$ cat src/rtl/alc_pkg.sv
package alc_pkg;
  localparam int ATT_W = 6;
  localparam int ADC_W = 12;
  localparam int SLOPE_UV_PER_DB = 25000;
  localparam int INTERCEPT_DBM = -84;
  localparam int LSB_UV = 806;

  // ADC code for a detector input level in dBm, rounded to nearest
  function automatic int level_to_code(input int dbm);
    return (SLOPE_UV_PER_DB * (dbm - INTERCEPT_DBM) + LSB_UV / 2) / LSB_UV;
  endfunction

  // ADC codes spanned by a level difference in dB
  function automatic int span_to_code(input int db);
    return (SLOPE_UV_PER_DB * db + LSB_UV / 2) / LSB_UV;
  endfunction

  function automatic logic [ATT_W-1:0] att_raise(input logic [ATT_W-1:0] a, input int step);
    int s;
    s = int'(a) + step;
    if (s > (1 << ATT_W) - 1) s = (1 << ATT_W) - 1;
    return ATT_W'(s);
  endfunction

  function automatic logic [ATT_W-1:0] att_lower(input logic [ATT_W-1:0] a, input int step);
    int s;
    s = int'(a) - step;
    if (s < 0) s = 0;
    return ATT_W'(s);
  endfunction
endpackage

$ cat src/rtl/alc_tick_gen.sv
module alc_tick_gen #(
  parameter int TICK_CYCLES = 20_000_000
) (
  input  logic clk,
  input  logic rst_n,
  output logic tick_o
);
  localparam int CNT_W = (TICK_CYCLES > 2) ? $clog2(TICK_CYCLES) : 1;
  localparam logic [CNT_W-1:0] LAST = CNT_W'(TICK_CYCLES - 1);

  logic [CNT_W-1:0] cnt_q;
  logic wrap;
  assign wrap = (cnt_q == LAST);

  always_ff @(posedge clk) begin
    if (!rst_n) begin
      cnt_q  <= '0;
      tick_o <= 1'b0;
    end else begin
      cnt_q  <= wrap ? '0 : cnt_q + 1'b1;
      tick_o <= wrap;
    end
  end

  // a tick never lasts two cycles
  assert_tick_single_R11: assert property (@(posedge clk) disable iff (!rst_n)
    tick_o |=> !tick_o);
endmodule

$ cat src/rtl/alc_level_cmp.sv
module alc_level_cmp
  import alc_pkg::*;
#(
  parameter int UPPER_DBM = -15,
  parameter int LOWER_DBM = -50,
  parameter int HYST_DB   = 5
) (
  input  logic [ADC_W-1:0] rssi_i,
  output logic             above_hi_o,
  output logic             below_lo_o,
  output logic             rearm_up_o,
  output logic             rearm_dn_o
);
  localparam int UPPER_CODE = level_to_code(UPPER_DBM);
  localparam int LOWER_CODE = level_to_code(LOWER_DBM);
  localparam int HYST_CODE  = span_to_code(HYST_DB);

  localparam logic [ADC_W:0] UP_LIM   = (ADC_W+1)'(UPPER_CODE);
  localparam logic [ADC_W:0] LO_LIM   = (ADC_W+1)'(LOWER_CODE);
  localparam logic [ADC_W:0] DN_ARM   = (ADC_W+1)'(UPPER_CODE - HYST_CODE);
  localparam logic [ADC_W:0] UP_ARM   = (ADC_W+1)'(LOWER_CODE + HYST_CODE);

  logic [ADC_W:0] lvl;
  assign lvl = {1'b0, rssi_i};

  assign above_hi_o = lvl >  UP_LIM;
  assign below_lo_o = lvl <  LO_LIM;
  assign rearm_dn_o = lvl <= DN_ARM;
  assign rearm_up_o = lvl >= UP_ARM;

  // the bounds never overlap, so one sample cannot demand both directions
  always_comb begin
    assert_bounds_disjoint_R6: assert (!(above_hi_o && below_lo_o));
  end
endmodule

$ cat src/rtl/alc_step_ctrl.sv
module alc_step_ctrl
  import alc_pkg::*;
#(
  parameter int STEP_CODES = 6
) (
  input  logic             clk,
  input  logic             rst_n,
  input  logic             tick_i,
  input  logic             loop_en_i,
  input  logic             ovr_i,
  input  logic [ATT_W-1:0] man_atten_i,
  input  logic             man_lna_i,
  input  logic             alert_clr_i,
  input  logic             above_hi_i,
  input  logic             below_lo_i,
  input  logic             rearm_up_i,
  input  logic             rearm_dn_i,
  output logic [ATT_W-1:0] atten_o,
  output logic             lna_o,
  output logic             alert_o,
  output logic             load_o
);
  localparam logic [ATT_W-1:0] ATT_MAX = '1;

  logic [ATT_W-1:0] atten_q, atten_d;
  logic lna_q, lna_d, alert_q, alert_d;
  logic arm_up_q, arm_up_d, arm_dn_q, arm_dn_d;
  logic load_q;
  logic past_valid_q;

  // named events
  logic eval_evt, up_evt, dn_evt;
  assign eval_evt = tick_i && loop_en_i && !ovr_i;
  assign up_evt   = eval_evt && above_hi_i && arm_up_q;
  assign dn_evt   = eval_evt && below_lo_i && arm_dn_q;

  always_comb begin
    atten_d  = atten_q;
    lna_d    = lna_q;
    alert_d  = alert_q;
    arm_up_d = arm_up_q;
    arm_dn_d = arm_dn_q;
    if (alert_clr_i) alert_d = 1'b0;
    if (ovr_i) begin
      atten_d  = man_atten_i;
      lna_d    = man_lna_i;
      arm_up_d = 1'b1;
      arm_dn_d = 1'b1;
    end else if (eval_evt) begin
      if (rearm_up_i) arm_up_d = 1'b1;
      if (rearm_dn_i) arm_dn_d = 1'b1;
      if (!above_hi_i) alert_d = 1'b0;
      if (up_evt) begin
        arm_dn_d = 1'b0;
        if (atten_q == ATT_MAX) begin
          lna_d   = 1'b0;
          alert_d = 1'b1;
        end else begin
          atten_d = att_raise(atten_q, STEP_CODES);
        end
      end
      if (dn_evt) begin
        arm_up_d = 1'b0;
        if (atten_q == '0) lna_d = 1'b1;
        else               atten_d = att_lower(atten_q, STEP_CODES);
      end
    end
  end

  always_ff @(posedge clk) begin
    if (!rst_n) begin
      atten_q      <= '0;
      lna_q        <= 1'b0;
      alert_q      <= 1'b0;
      arm_up_q     <= 1'b1;
      arm_dn_q     <= 1'b1;
      load_q       <= 1'b0;
      past_valid_q <= 1'b0;
    end else begin
      atten_q      <= atten_d;
      lna_q        <= lna_d;
      alert_q      <= alert_d;
      arm_up_q     <= arm_up_d;
      arm_dn_q     <= arm_dn_d;
      load_q       <= (atten_d != atten_q);
      past_valid_q <= 1'b1;
    end
  end

  assign atten_o = atten_q;
  assign lna_o   = lna_q;
  assign alert_o = alert_q;
  assign load_o  = load_q;

  // automatic changes only follow an enabled tick
  assert_tick_gated_R11: assert property (@(posedge clk) disable iff (!rst_n)
    (past_valid_q && !$past(ovr_i) && (atten_q != $past(atten_q))) |-> $past(tick_i && loop_en_i));

  // an automatic rise is bounded by one step and needs a high level
  assert_step_up_R2: assert property (@(posedge clk) disable iff (!rst_n)
    (past_valid_q && !$past(ovr_i) && (atten_q > $past(atten_q)))
      |-> ((int'(atten_q) - int'($past(atten_q)) <= STEP_CODES) && $past(above_hi_i)));

  // an automatic fall is bounded by one step and needs a low level
  assert_step_dn_R3: assert property (@(posedge clk) disable iff (!rst_n)
    (past_valid_q && !$past(ovr_i) && (atten_q < $past(atten_q)))
      |-> ((int'($past(atten_q)) - int'(atten_q) <= STEP_CODES) && $past(below_lo_i)));

  // the loop only engages the amplifier from the bottom stop
  assert_lna_on_R4: assert property (@(posedge clk) disable iff (!rst_n)
    (past_valid_q && !$past(ovr_i) && $rose(lna_q)) |-> (atten_q == '0 && $past(below_lo_i)));

  // alert only rises at the top stop with the amplifier off
  assert_alert_R5: assert property (@(posedge clk) disable iff (!rst_n)
    $rose(alert_q) |-> (atten_q == ATT_MAX && !lna_q));

  // a downward step needs the downward direction armed beforehand
  assert_hyst_R6: assert property (@(posedge clk) disable iff (!rst_n)
    (past_valid_q && !$past(ovr_i) && (atten_q < $past(atten_q))) |-> $past(arm_dn_q));
endmodule

$ cat src/rtl/rssi_level_ctrl.sv
module rssi_level_ctrl
  import alc_pkg::*;
#(
  parameter int TICK_CYCLES = 20_000_000,
  parameter int STEP_CODES  = 6,
  parameter int UPPER_DBM   = -15,
  parameter int LOWER_DBM   = -50,
  parameter int HYST_DB     = 5
) (
  input  logic             clk,
  input  logic             rst_n,
  input  logic [ADC_W-1:0] rssi_code,
  input  logic             loop_en,
  input  logic             man_ovr,
  input  logic [ATT_W-1:0] man_atten,
  input  logic             man_lna,
  input  logic             alert_clr,
  output logic [ATT_W-1:0] atten_code,
  output logic             lna_en,
  output logic             alert,
  output logic             atten_load
);
  logic tick;
  logic above_hi, below_lo, rearm_up, rearm_dn;
  logic past_valid_q;

  alc_tick_gen #(.TICK_CYCLES(TICK_CYCLES)) u_tick (
    .clk    (clk),
    .rst_n  (rst_n),
    .tick_o (tick)
  );

  alc_level_cmp #(
    .UPPER_DBM (UPPER_DBM),
    .LOWER_DBM (LOWER_DBM),
    .HYST_DB   (HYST_DB)
  ) u_cmp (
    .rssi_i     (rssi_code),
    .above_hi_o (above_hi),
    .below_lo_o (below_lo),
    .rearm_up_o (rearm_up),
    .rearm_dn_o (rearm_dn)
  );

  alc_step_ctrl #(.STEP_CODES(STEP_CODES)) u_step (
    .clk         (clk),
    .rst_n       (rst_n),
    .tick_i      (tick),
    .loop_en_i   (loop_en),
    .ovr_i       (man_ovr),
    .man_atten_i (man_atten),
    .man_lna_i   (man_lna),
    .alert_clr_i (alert_clr),
    .above_hi_i  (above_hi),
    .below_lo_i  (below_lo),
    .rearm_up_i  (rearm_up),
    .rearm_dn_i  (rearm_dn),
    .atten_o     (atten_code),
    .lna_o       (lna_en),
    .alert_o     (alert),
    .load_o      (atten_load)
  );

  always_ff @(posedge clk) begin
    if (!rst_n) past_valid_q <= 1'b0;
    else        past_valid_q <= 1'b1;
  end

  // load request marks exactly the cycles with a fresh code
  assert_load_pulse_R10: assert property (@(posedge clk) disable iff (!rst_n)
    past_valid_q |-> (atten_load == (atten_code != $past(atten_code))));

  // override values appear one cycle later
  assert_override_R8: assert property (@(posedge clk) disable iff (!rst_n)
    man_ovr |=> (atten_code == $past(man_atten) && lna_en == $past(man_lna)));

  // a disabled loop holds the gain state
  assert_loop_off_R9: assert property (@(posedge clk) disable iff (!rst_n)
    (!loop_en && !man_ovr) |=> ($stable(atten_code) && $stable(lna_en)));

  // outputs are quiet in the cycle after reset
  assert_reset_R1: assert property (@(posedge clk)
    !rst_n |=> (atten_code == '0 && !lna_en && !alert && !atten_load));
endmodule

$ cat config.mk
export PLATFORM = sky130hd
export DESIGN_NAME = rssi_level_ctrl
export DESIGN_NICKNAME = d
export VERILOG_FILES = /design/src/rtl/alc_pkg.sv /design/src/rtl/alc_tick_gen.sv /design/src/rtl/alc_level_cmp.sv /design/src/rtl/alc_step_ctrl.sv /design/src/rtl/rssi_level_ctrl.sv
export SDC_FILE = /design/constraint.sdc
export NUM_CORES = 1
export LEC_CHECK = 0
export BUFFER_PORTS_ARGS = -buffer_cell sky130_fd_sc_hd__buf_2
export CORE_UTILIZATION = 45
export DETAILED_ROUTE_END_ITERATION = 7
export GPL_ROUTABILITY_DRIVEN = 0
export GPL_TIMING_DRIVEN = 0
export HOLD_SLACK_MARGIN = 0.1
export PLACE_DENSITY = 0.76
export SETUP_SLACK_MARGIN = 0.05
export SLEW_MARGIN = 20
export SYNTH_ARGS = -nofsm -noshare
export SYNTH_HDL_FRONTEND = slang
export SYNTH_SLANG_ARGS = --single-unit
$ cat constraint.sdc
create_clock -name clk -period 2.88 [get_ports clk]
set_clock_uncertainty 0.2 [all_clocks]
set_input_delay 0.144 -clock clk [delete_from_list [all_inputs] [get_ports clk]]
set_output_delay 0.144 -clock clk [all_outputs]
set_load 0.02 [all_outputs]
# Word level (Yosys, flattened, before mapping)
# Cells that the tools add are included.
[word_totals] reg_bits=37 input_bits=24 output_inout_bits=9 wordCells=60
[op_classes] addsub=3 magnitude_cmp=6 eq_ne=3 n_mux=24 bitwise=1 reduce_logical=15
[ops] op="6-bit two-way mux" count=8
[ops] op="25-bit by 1-bit adder with 25-bit output (second input constant)" count=1
[ops] op="25-bit equality test (second input constant)" count=1
[ops] op="1-bit two-way mux" count=16
[ops] op="12-bit by 11-bit >= comparator with 1-bit output (second input constant)" count=1
[ops] op="12-bit > comparator (second input constant)" count=1
[ops] op="12-bit by 11-bit <= comparator with 1-bit output (second input constant)" count=1
[ops] op="12-bit by 11-bit < comparator with 1-bit output (second input constant)" count=1
[ops] op="6-bit by 3-bit adder with 7-bit output (second input constant)" count=1
[ops] op="7-bit by 6-bit > comparator with 1-bit output (second input constant)" count=1
[ops] op="7-bit by 1-bit < comparator with 1-bit output (second input constant)" count=1
[ops] op="6-bit by 3-bit subtractor with 7-bit output (second input constant)" count=1
[ops] op="6-bit equality test (second input constant)" count=1
[ops] op="1-bit logical AND" count=6
[ops] op="6-bit logical NOT" count=1
[ops] op="6-bit != test" count=1
[ops] op="2-bit nonzero test" count=3
[ops] op="2-bit AND reduction" count=2
[ops] op="2-bit OR reduction" count=2
[ops] op="1-bit logical NOT" count=1
[ops] op="1-bit NOT" count=1

# Depth between registers and ports, before layout
# Gate-level depths: netlist (run 1).
[depth] depth_word=10 ltp_mapped=10 mapped_depth_nobuf=9

# Hierarchy
# A second synthesis (run 1) with hierarchy kept.
[hier_totals] hier_cells=318 area_unflattened_um2=2562.5
[by_module_without_submodules] module="alc_tick_gen" n_inst=1 cells_per_inst=153 area_each_um2=1322.5 seq_area_each_um2=520.5
[by_module_without_submodules] module="alc_step_ctrl" n_inst=1 cells_per_inst=145 area_each_um2=1119.8 seq_area_each_um2=220.2
[by_module_without_submodules] module="alc_level_cmp" n_inst=1 cells_per_inst=20 area_each_um2=120.1 seq_area_each_um2=0.0

# Worst setup path before layout (run 1)
# OpenSTA, ideal clock, no wires.
[synth_path] path_type="register to register" start="register u_step.atten_q[1] (netlist: u_step.atten_o[1])" end="register u_step.load_q (netlist: u_step.load_o)" setup_ps=119 arrival_time_ps=2151 required_time_ps=2561 setup_slack_ps=410 stages_incl_launch_ff=10 path_buffers=1 period_less_slack_ps=2470 path_cell_list="dfxtp_1 buf_4 inv_1 ha_1 o211ai_1 a221oi_2 nor3b_1 o311a_1 mux2i_1 a21boi_1"
[synth_via] elab_chain_cells=10 elab_cells_between_ends=15 classes_between="add/sub: 2; order compare: 2; eq/ne: 2; mux: 8; reduce/logical: 1"
[synth_lines] element="start, declared" line="alc_step_ctrl.sv:25" source="logic [ATT_W-1:0] atten_q, atten_d;"
[synth_lines] element="start signal, assigned" line="alc_step_ctrl.sv:80" source="atten_q <= atten_d;"
[synth_lines] element="6-bit by 3-bit adder with 7-bit output" line="alc_pkg.sv:20" source="s = int'(a) + step;"
[synth_lines] element="7-bit by 6-bit > comparator with 1-bit output" line="alc_pkg.sv:21" source="if (s > (1 << ATT_W) - 1) s = (1 << ATT_W) - 1;"
[synth_lines] element="6-bit two-way mux" line="alc_pkg.sv:21"
[synth_lines] element="6-bit two-way mux" line="alc_step_ctrl.sv:55" source="if (atten_q == ATT_MAX) begin"
[synth_lines] element="6-bit two-way mux" line="alc_step_ctrl.sv:53" source="if (up_evt) begin"
[synth_lines] element="6-bit two-way mux" line="alc_step_ctrl.sv:64" source="if (atten_q == '0) lna_d = 1'b1;"
[synth_lines] element="6-bit two-way mux" line="alc_step_ctrl.sv:62" source="if (dn_evt) begin"
[synth_lines] element="6-bit two-way mux" line="alc_step_ctrl.sv:49" source="end else if (eval_evt) begin"
[synth_lines] element="6-bit two-way mux" line="alc_step_ctrl.sv:44" source="if (ovr_i) begin"
[synth_lines] element="6-bit != test (*)" line="alc_step_ctrl.sv:85" source="load_q <= (atten_d != atten_q);"
[synth_lines] element="end signal, assigned" line="alc_step_ctrl.sv:85"
[synth_lines] element="end, declared" line="alc_step_ctrl.sv:28" source="logic load_q;"
# Every way passes the cells marked *; elsewhere a longest branch is shown, timed or not.
# A chain may end at the register's enable or synchronous reset.

# Final worst setup path (run 1)
[layout_path] start="register u_step.atten_q[1] (netlist: u_step.atten_o[1])" end="register u_step.atten_q[3] (netlist: u_step.atten_o[3])"
[layout_via] elab_chain_cells=9 elab_cells_between_ends=14 classes_between="add/sub: 2; order compare: 2; eq/ne: 1; mux: 8; reduce/logical: 1"
[layout_lines] element="6-bit by 3-bit adder with 7-bit output" line="alc_pkg.sv:20"
[layout_lines] element="7-bit by 6-bit > comparator with 1-bit output" line="alc_pkg.sv:21"
[layout_lines] element="6-bit two-way mux" line="alc_pkg.sv:21"
[layout_lines] element="6-bit two-way mux" line="alc_step_ctrl.sv:55"
[layout_lines] element="6-bit two-way mux" line="alc_step_ctrl.sv:53"
[layout_lines] element="6-bit two-way mux" line="alc_step_ctrl.sv:64"
[layout_lines] element="6-bit two-way mux (*)" line="alc_step_ctrl.sv:62"
[layout_lines] element="6-bit two-way mux (*)" line="alc_step_ctrl.sv:49"
[layout_lines] element="6-bit two-way mux (*)" line="alc_step_ctrl.sv:44"
# Marks and branches as above.

==> flow_metrics.env, run 1 <==
export IMPL_p_sw_mw=0.2772
export IMPL_grt_use_total_pct=21.37
export IMPL_dp_cells=374
export IMPL_hp_start="man_ovr"
export IMPL_criticalPathCategory="reg2reg"
export IMPL_grt_max_degree=11
export IMPL_clk_pin_slew_ps=70
export IMPL_p_leak_nw=1.027
export IMPL_root_buffer="clkbuf_8"
export IMPL_powerDensity_mw_per_mm2=394.8
export IMPL_cts_buffer_depth=2
export IMPL_syn_area_mm2=0.002250
export IMPL_layout_cells_non_filler=392
export IMPL_setup_tns_ps=0
export IMPL_dp_hpwl_um=3952
export IMPL_num_antenna_cells=0
export IMPL_r2r_start="u_step.atten_o[1]$_SDFF_PN0_"
export IMPL_synth_area_per_cell_um2=8.181
export IMPL_drt_pass1_iterations=4
export IMPL_multiInputGateArea_mm2=0.001405
export IMPL_synth_nets=303
export IMPL_rrSetupSlack_ps=250
export IMPL_gr_total_overflow=0
export IMPL_die_area_mm2=0.005286
export IMPL_internal_power_mw=0.7853
export IMPL_clk_latency_ps=280
export IMPL_post_synth_top_area_cell="dfxtp_1"
export IMPL_rsz0062_at_grt="false"
export IMPL_p_seq_share_pct=49.9
export IMPL_fill_cells=458
export IMPL_netlist_top_cells_area="dfxtp_1, nor2_1, xor2_1"
export IMPL_reg2reg_depth=9
export IMPL_yosysWarnings=0
export IMPL_ys_ff_latch=37
export IMPL_status="completed"
export IMPL_synth_distinct_cells=61
export IMPL_crit_arrival_ps=2630
export IMPL_finalMaxSlewViolations=0
export IMPL_synthToLayoutAreaGrowth_pct=19.63
export IMPL_portBuffers=32
export IMPL_dr_first_iter_drc_count=225
export IMPL_initial_core_util_pct=47.32
export IMPL_seq_area_frac_synth_pct=32.93
export IMPL_vias=2144
export IMPL_ir_drop_mv=0.3000
export IMPL_via_per_inst=5.469
export IMPL_die_w_um=72.71
export IMPL_route_detailed_drc=0
export IMPL_cts_buffers=5
export IMPL_grt_pass1_vias=1938
export IMPL_cp_max_fo=10
export IMPL_num_rows=25
export IMPL_grt_pass1_wl_um=8804
export IMPL_antenna_found_initial=0
export IMPL_power_share_clock_pct=33.8
export IMPL_synth_edf_count=0
export IMPL_p_comb_share_pct=16.3
export IMPL_async_flop_share_pct=0
export IMPL_worst_setup_path_end_kind="register"
export IMPL_p_sw_share_pct=26.09
export IMPL_nets=353
export IMPL_synth_top_area_share_pct=32.93
export IMPL_netlist_instances=275
export IMPL_drv_cap=0
export IMPL_synth_ff_type="dfxtp_1"
export IMPL_whs_path_depth=3
export IMPL_period_minus_slack_ps=2626
export IMPL_setup_viol=0
export IMPL_cts_tree="built"
export IMPL_wl_per_cell_um=13.54
export IMPL_r2r_end="u_step.atten_o[3]$_SDFF_PN0_"
export IMPL_period_share_pct=91.18
export IMPL_wirelength_um=5306
export IMPL_tightest_slew_ps=462.4
export IMPL_drive_gt1_share_pct=17.54
export IMPL_core_mm2=0.004755
export IMPL_ios=33
export IMPL_h_tree_depth=2
export IMPL_fmax_mhz=380.8
export IMPL_seqCellArea_um2=742.0
export IMPL_min_to="u_step.atten_o[1]$_SDFF_PN0_"
export IMPL_ant_nets=0
export IMPL_crit_required_ps=2880
export IMPL_cp_start_kind="register"
export IMPL_die_height_um=72.71
export IMPL_maxSlewHeadroom_pct=69.18
export IMPL_hold_viol=0
export IMPL_min_path_type="in2reg"
export IMPL_cts_sinks=37
## routing by layer
layer	vias up	routed length, um	part of all wire (%)	track usage [%]
li1	1084	-	-	-
met1	985	2509	47	28.31
met2	67	2460	46	34.79
met3	8	287	5.4	4.420
met4	0	48	0.90	6.972
met5	-	0	0	0
## cell families after synthesis
group / Yosys count / share of synthesized area, %
AND/OR/NAND/NOR: 131 / 30.70
AO/OA/AOI/OAI: 53 / 17.80
flip-flops: 37 / 32.93
XOR/XNOR: 29 / 11.29
buffers and inverters: 20 / 4.615
adder cells (fa/ha/maj): 4 / 2.225
multiplexers: 1 / 0.4450
## cells in the mapped netlist (all sizes together), types with 2 or more instances
master and instances:
nor2 47, dfxtp 37, nand2 20, xor2 16, nand3 15, xnor2 13, o21ai 12, buf 9
nand4 8, a21oi 7, and2 7, inv 7, a21boi 5, a311oi 5, and3 5, nor3 5
a211oi 4, and4 4, clkbuf 4, ha 4, nor4 3, o211ai 3, or2 3, or3 3
a211o 2, a221oi 2, a31oi 2, a32oi 2
## final cells by class
| class | instances | area share (%) |
|---|---|---|
| multi-input combinational | 218 | 52.21 |
| sequential | 37 | 27.57 |
| timing repair buffer | 43 | 10.04 |
| clock buffer | 7 | 3.208 |
| tap | 67 | 3.115 |
| buffer | 13 | 2.882 |
| inverter | 7 | 0.9763 |
## state kept, by name (all words and copies together) (netlist names)
signal / flops
u_tick.cnt_q: 25
u_step.load_o: 1
u_step.alert_o: 1
u_tick.tick_o: 1
u_step.atten_o: 6
u_step.arm_dn_q: 1
u_step.arm_up_q: 1
u_step.lna_o: 1
## metrics by stage
stage	instance area [um^2]	util [%]	hold slack [ps]	power [mW]	worst slack (ps)
5_1_grt	2691	56.61	146.1	1.109	119.3
3_3_place_gp	2494	52.45	218.7	0.6978	237.7
2_1_floorplan	2250	-	86.77	0.6470	410.0
3_5_place_dp	2494	52.45	210.9	0.7007	173.7
6_report	2691	56.61	125.2	1.063	254.2
4_1_cts	2690	56.58	109.7	1.071	174.1
## layout by cell type (no fill, tap or decap), drive strengths merged, types with 2 or more instances in the layout
master,instances
a211oi,4
dlygate4sd3,11
a211o,2
or3,3
clkbuf,11
nor3,5
buf,41
and4,4
a21oi,7
xnor2,13
o21ai,12
ha,4
a221oi,2
a311oi,5
and2,7
xor2,16
a21boi,5
nand4,8
nand2,20
a31oi,2
or2,3
a32oi,2
and3,5
nand3,15
dfxtp,37
inv,7
o211ai,3
nor4,3
nor2,47
## worst max-delay path by stage
stage	from	end	slack (ps)	depth (start not counted)
detailed placement	u_step.atten_o[1]$_SDFF_PN0_	u_step.atten_o[3]$_SDFF_PN0_	170	9
floorplan	u_step.atten_o[1]$_SDFF_PN0_	u_step.load_o$_SDFF_PN0_	410	9
global placement	u_step.atten_o[1]$_SDFF_PN0_	u_step.atten_o[3]$_SDFF_PN0_	240	9
CTS	u_step.atten_o[1]$_SDFF_PN0_	u_step.load_o$_SDFF_PN0_	170	9
global route	u_step.atten_o[1]$_SDFF_PN0_	u_step.atten_o[3]$_SDFF_PN0_	120	9
finish	u_step.atten_o[1]$_SDFF_PN0_	u_step.atten_o[3]$_SDFF_PN0_	250	9
## power by group through the flow
stage	sequential [mW]	clock, mW	combinational [mW]
after floorplan	0.549	0	0.0977
after global placement	0.542	0	0.156
after detailed placement	0.542	0	0.158
after CTS	0.530	0.371	0.170
after global routing	0.532	0.387	0.189
final	0.531	0.359	0.173
## worst max-delay path: stages, from the launching register on
cell and delay (ps):
dfxtp_2 410, buf_4 200, inv_1 120, ha_1 360, o211ai_1 130, a221oi_2 410
nor2_1 130, a311oi_1 320, a311oi_1 100, a211oi_1 170
## timing repair
item                       CTS  global route
setup endpoints to repair    0             2
gates resized for setup      0             1
hold buffers                11             0
setup buffers                0             0
hold endpoints to repair    13             0
Note: power is estimated with default switching activity, not from simulation.
==> run 2, diff against run 1 <==
--- a/config.mk
+++ b/config.mk
@@ -6,6 +6,7 @@
 export NUM_CORES = 1
 export LEC_CHECK = 0
 export BUFFER_PORTS_ARGS = -buffer_cell sky130_fd_sc_hd__buf_2
+export CORE_MARGIN = 2
 export CORE_UTILIZATION = 45
 export DETAILED_ROUTE_END_ITERATION = 7
 export GPL_ROUTABILITY_DRIVEN = 0
==> run 2 against run 1 <==
Effect of this change: cell count shrank 0.26%; design area fell by 0.37%; clock power hardly changed; routed wire length is 2.5% lower; global-route usage shrank 0.87 points; worst setup slack improved by 28 ps; flip-flop and latch count unchanged; register-to-register slack better by 30 ps; critical path depth did not move; sequential share of layout area increased by 0.10 points; count of clock-buffer cells in the layout did not move; critical path type unchanged.
==> flow_metrics.env, run 2 (synthesis results as in run 1) <==
export IMPL_drt_met1_wl_um=2406
export IMPL_crit_required_ps=2880
export IMPL_num_antenna_cells=0
export IMPL_antenna_found_initial=0
export IMPL_hold_viol=0
export IMPL_worst_setup_path_end_kind="register"
export IMPL_cp_max_fo=10
export IMPL_die_area_mm2=0.005581
export IMPL_period_minus_slack_ps=2598
export IMPL_h_tree_depth=2
export IMPL_design_area_mm2=0.002681
export IMPL_cts_buffer_depth=2
export IMPL_dp_hpwl_um=3884
export IMPL_cts_tree="built"
export IMPL_setup_tns_ps=0
export IMPL_portBuffers=32
export IMPL_die_height_um=74.71
export IMPL_nets=352
export IMPL_ir_drop_mv=0.2829
export IMPL_dp_cells=374
export IMPL_cts_buffers=5
export IMPL_p_leak_nw=1.020
export IMPL_period_share_pct=90.19
export IMPL_tightest_slew_ps=507.1
export IMPL_grt_pass1_vias=1961
export IMPL_drive_gt1_share_pct=17.59
export IMPL_rsz0062_at_grt="false"
export IMPL_route_detailed_drc=0
export IMPL_final_core_util_pct=56.03
export IMPL_clk_latency_ps=290
export IMPL_initial_core_util_pct=47.01
export IMPL_dr_first_iter_drc_count=175
export IMPL_drt_pass1_iterations=5
export IMPL_ant_nets=0
export IMPL_cp_start_kind="register"
export IMPL_routed_wl_met2_um=2281
export IMPL_layout_cells_non_filler=391
export IMPL_num_rows=25
export IMPL_powerDensity_mw_per_mm2=396.3
export IMPL_via_per_inst=5.494
export IMPL_timing_hold_ws_ps=118.1
export IMPL_grt_use_total_pct=20.50
export IMPL_place_area_mm2=0.002494
export IMPL_vias=2148
export IMPL_final_cell_mix="nor2_1, buf_2, dfxtp_1, nand2_1, xor2_1"
export IMPL_die_w_um=74.71
export IMPL_largest_reg_flops=25
export IMPL_regMostFlops="u_tick.cnt_q"
export IMPL_wirelength_um=5173
export IMPL_synthToLayoutAreaGrowth_pct=19.19
export IMPL_ios=33
export IMPL_gr_total_overflow=0
export IMPL_min_path_type="in2reg"
export IMPL_setup_viol=0
export IMPL_crit_arrival_ps=2600
export IMPL_status="completed"
export IMPL_finalMaxSlewViolations=0
export IMPL_grt_max_degree=11
export IMPL_fill_cells=452
export IMPL_criticalPathCategory="reg2reg"
export IMPL_dr_wl_met3_um=427
export IMPL_fmax_mhz=385.0
export IMPL_grt_pass1_wl_um=8873
export IMPL_cts_sinks=37
export IMPL_maxSlewHeadroom_pct=66.19
export IMPL_top_layer="met4"
export IMPL_final_common_cell="nor2_1"
export IMPL_clk_pin_slew_ps=70
export IMPL_drv_cap=0
export IMPL_wl_per_cell_um=13.23
export IMPL_rrSetupSlack_ps=280
export IMPL_root_buffer="clkbuf_8"
export IMPL_core_mm2=0.004786
## run 2: critical path, cell delays in order, from the launching register on
cell and delay [ps]:
dfxtp_2 410, buf_4 200, inv_1 130, ha_1 360, o211ai_1 110, a221oi_2 370, nor3b_1 90, o311a_1 330
mux2i_1 130, a21boi_1 180
## run 2: per-stage QoR
step	power [mW]	setup slack, ps
floorplan	0.6470	410.0
global placement	0.6969	213.9
detailed placement	0.7005	232.5
CTS	1.074	191.1
global route	1.117	130.1
finish	1.063	282.4
## run 2: per-layer routing
| metal | up-vias | global-route usage (%) |
|---|---|---|
| met1 | 983 | 27.02 |
| met2 | 76 | 32.15 |
| met4 | 0 | 5.357 |
| met3 | 8 | 7.229 |
| li1 | 1081 | - |
| met5 | - | 0 |
## run 2: final timing paths
path / start / to / cells after the start
worst max-delay path: u_step.atten_o[1]$_SDFF_PN0_ / u_step.load_o$_SDFF_PN0_ / 9
worst min-delay path: man_ovr / u_step.atten_o[1]$_SDFF_PN0_ / 3
worst max register to register: u_step.atten_o[1]$_SDFF_PN0_ / u_step.load_o$_SDFF_PN0_ / 9
worst min register to register: u_tick.cnt_q[0]$_SDFF_PP0_ / u_tick.cnt_q[0]$_SDFF_PP0_ / 1
## run 2: final cells by class
cell class | instances | area [um^2] | area share, %
multi-input cells | 218 | 1405 | 52.40
plain buffers | 13 | 77.57 | 2.893
clock buffers | 7 | 86.33 | 3.220
inverters | 7 | 26.28 | 0.9799
well taps | 67 | 83.83 | 3.126
flip-flops and latches | 37 | 742.0 | 27.67
repair buffers | 42 | 260.3 | 9.706
## run 2: where the power goes
| group | switching [mW] | total [mW] | internal (mW) |
|---|---|---|---|
| Combinational | 0.0983 | 0.171 | 0.0731 |
| Sequential | 0.00844 | 0.531 | 0.522 |
| Clock | 0.170 | 0.360 | 0.190 |
## run 2: timing repair
item / in CTS / in global routing
hold buffers: 10 / 0
buffers inserted: 0 / 0
hold endpoints to repair: 13 / 0
gates resized for setup: 0 / 1
setup endpoints to repair: 0 / 2
==> run 3, diff against run 2 <==
--- a/config.mk
+++ b/config.mk
@@ -7,12 +7,12 @@
 export LEC_CHECK = 0
 export BUFFER_PORTS_ARGS = -buffer_cell sky130_fd_sc_hd__buf_2
 export CORE_MARGIN = 2
-export CORE_UTILIZATION = 45
+export CORE_UTILIZATION = 30
 export DETAILED_ROUTE_END_ITERATION = 7
 export GPL_ROUTABILITY_DRIVEN = 0
 export GPL_TIMING_DRIVEN = 0
 export HOLD_SLACK_MARGIN = 0.1
-export PLACE_DENSITY = 0.76
+export PLACE_DENSITY = 0.58
 export SETUP_SLACK_MARGIN = 0.05
 export SLEW_MARGIN = 20
 export SYNTH_ARGS = -nofsm -noshare
==> run 3 against run 2 <==
Effect of this change: global-route usage down 6.1 points; combinational power up 2%; non-clock buffer count up 1; highest routed layer unchanged.
==> flow_metrics.env, run 3 (synthesis results as in run 1) <==
export IMPL_status="completed"
export IMPL_setup_tns_ps=0
export IMPL_wl_per_cell_um=13.39
export IMPL_ios=33
export IMPL_cts_sinks=37
export IMPL_rsz0062_at_grt="false"
export IMPL_regMostFlops="u_tick.cnt_q"
export IMPL_wirelength_um=5691
export IMPL_gr_total_overflow=0
export IMPL_path_cells="buf_4, inv_1, ha_1, o211ai_1, a221oi_4, nor3b_1, o311a_1, mux2i_1, a21boi_1"
export IMPL_min_path_type="in2reg"
export IMPL_criticalPathCategory="reg2reg"
export IMPL_period_minus_slack_ps=2700
export IMPL_cts_buffer_depth=2
export IMPL_layout_cells_non_filler=425
export IMPL_dr_first_iter_drc_count=85
export IMPL_die_w_um=90.60
export IMPL_drt_pass1_iterations=4
export IMPL_hp_start="rssi_code[10]"
export IMPL_r2r_start="u_step.atten_o[1]$_SDFF_PN0_"
export IMPL_drv_cap=0
export IMPL_root_buffer="clkbuf_8"
export IMPL_powerDensity_mw_per_mm2=390.2
export IMPL_final_common_cell="nor2_1"
export IMPL_ant_nets=0
export IMPL_finalMaxSlewViolations=0
export IMPL_fmax_mhz=370.4
export IMPL_dp_hpwl_um=4175
export IMPL_synthToLayoutAreaGrowth_pct=21.91
export IMPL_cp_slowest_cell="dfxtp_2"
export IMPL_clk_latency_ps=290
export IMPL_die_height_um=90.60
export IMPL_max_stage_delay_ps=410
export IMPL_hold_viol=0
export IMPL_timing_hold_ws_ps=100.2
export IMPL_vias=2142
export IMPL_crit_arrival_ps=2680
export IMPL_num_antenna_cells=0
export IMPL_design_area_mm2=0.002743
export IMPL_grt_pass1_vias=2135
export IMPL_antenna_found_initial=0
export IMPL_cts_tree="built"
export IMPL_final_cell_mix="nor2_1, buf_2, dfxtp_1, nand2_1, xor2_1"
export IMPL_place_area_mm2=0.002534
export IMPL_num_rows=31
export IMPL_clk_pin_slew_ps=80
export IMPL_worst_setup_path_end_kind="register"
export IMPL_largest_reg_flops=25
export IMPL_h_tree_depth=2
export IMPL_crit_required_ps=2860
export IMPL_core_mm2=0.007253
export IMPL_initial_core_util_pct=31.02
export IMPL_route_detailed_drc=0
export IMPL_via_per_inst=5.040
export IMPL_p_leak_nw=1.045
export IMPL_tightest_slew_ps=424.3
export IMPL_die_area_mm2=0.008207
export IMPL_cp_start_kind="register"
export IMPL_grt_use_total_pct=14.36
export IMPL_maxSlewHeadroom_pct=71.72
export IMPL_portBuffers=32
export IMPL_setup_viol=0
export IMPL_nets=353
export IMPL_grt_max_degree=13
export IMPL_cp_max_fo=10
export IMPL_period_share_pct=93.74
export IMPL_critical_path_startpoint="u_step.atten_o[1]$_SDFF_PN0_"
export IMPL_cts_setup_buffers=0
export IMPL_drive_gt1_share_pct=18.10
export IMPL_fill_cells=762
export IMPL_grt_pass1_wl_um=9763
export IMPL_ir_drop_mv=0.1771
export IMPL_dp_cells=406
export IMPL_cts_buffers=5
## run 3: cell types whose count changed in the layout (fill, tap and decap cells not counted)
cell / delta
a221oi_2: -1
a221oi_4: +1
clkbuf_1: -1
clkbuf_8: -1
clkinv_2: +2
clkinvlp_4: +1
dlygate4sd3_1: +1
## run 3: routing by layer
metal  GRT usage, %  part of all wire [%]  up-vias
li1               -                     -     1084
met1          17.87                    45      994
met2          23.94                    49       57
met3          4.257                   5.0        7
met4          4.231                  0.84        0
met5              0                     0        -
## run 3: power by group
part	switching (mW)	internal (mW)	leakage, nW
combinational	0.102	0.0732	0.700
clock	0.198	0.167	0.0439
sequential	0.00850	0.522	0.301
total	0.308	0.762	1.04
## run 3: path summary, 6_finish.rpt
kind / end / slack (ps) / cells past startpoint
min: u_step.arm_up_q$_SDFFE_PP1P_ / 100 / 5
max reg2reg: u_step.load_o$_SDFF_PN0_ / 180 / 9
min reg2reg: u_tick.cnt_q[0]$_SDFF_PP0_ / 260 / 1
max: u_step.load_o$_SDFF_PN0_ / 180 / 9
## run 3: what timing repair did
item,in CTS,in global routing
endpoints found under the setup margin,0,3
gates resized for setup,0,2
hold buffers,11,0
hold endpoints to repair,13,0
## run 3: worst max-delay path, delay by kind of cell (launching register included)
| kind | cells | cell delay (ps) |
|---|---|---|
| flops | 1 | 410 |
| buf+inv | 2 | 330 |
| fa+ha+maj | 1 | 360 |
| mux | 1 | 200 |
| simple gates | 1 | 90 |
| compound gates | 4 | 980 |
## run 3: stage by stage
step                      worst slack, ps  utilization (%)  total power [mW]
after floorplan                     410.0                -            0.6470
after global routing                62.53            37.81             1.135
after CTS                           122.7            37.64             1.084
after global placement              168.0            34.93            0.7019
after detailed placement            140.1            34.93            0.7043
final                               180.4            37.81             1.070
## run 3: cell type report
type / count / area [um^2] / area share (%)
Multi-Input combinational cell: 218 / 1416 / 51.64
Sequential cell: 37 / 742.0 / 27.05
Timing Repair Buffer: 43 / 270.3 / 9.854
Tap cell: 99 / 123.9 / 4.516
Buffer: 13 / 77.57 / 2.828
Clock buffer: 5 / 68.82 / 2.509
Inverter: 7 / 26.28 / 0.9580
Clock inverter: 3 / 17.52 / 0.6387
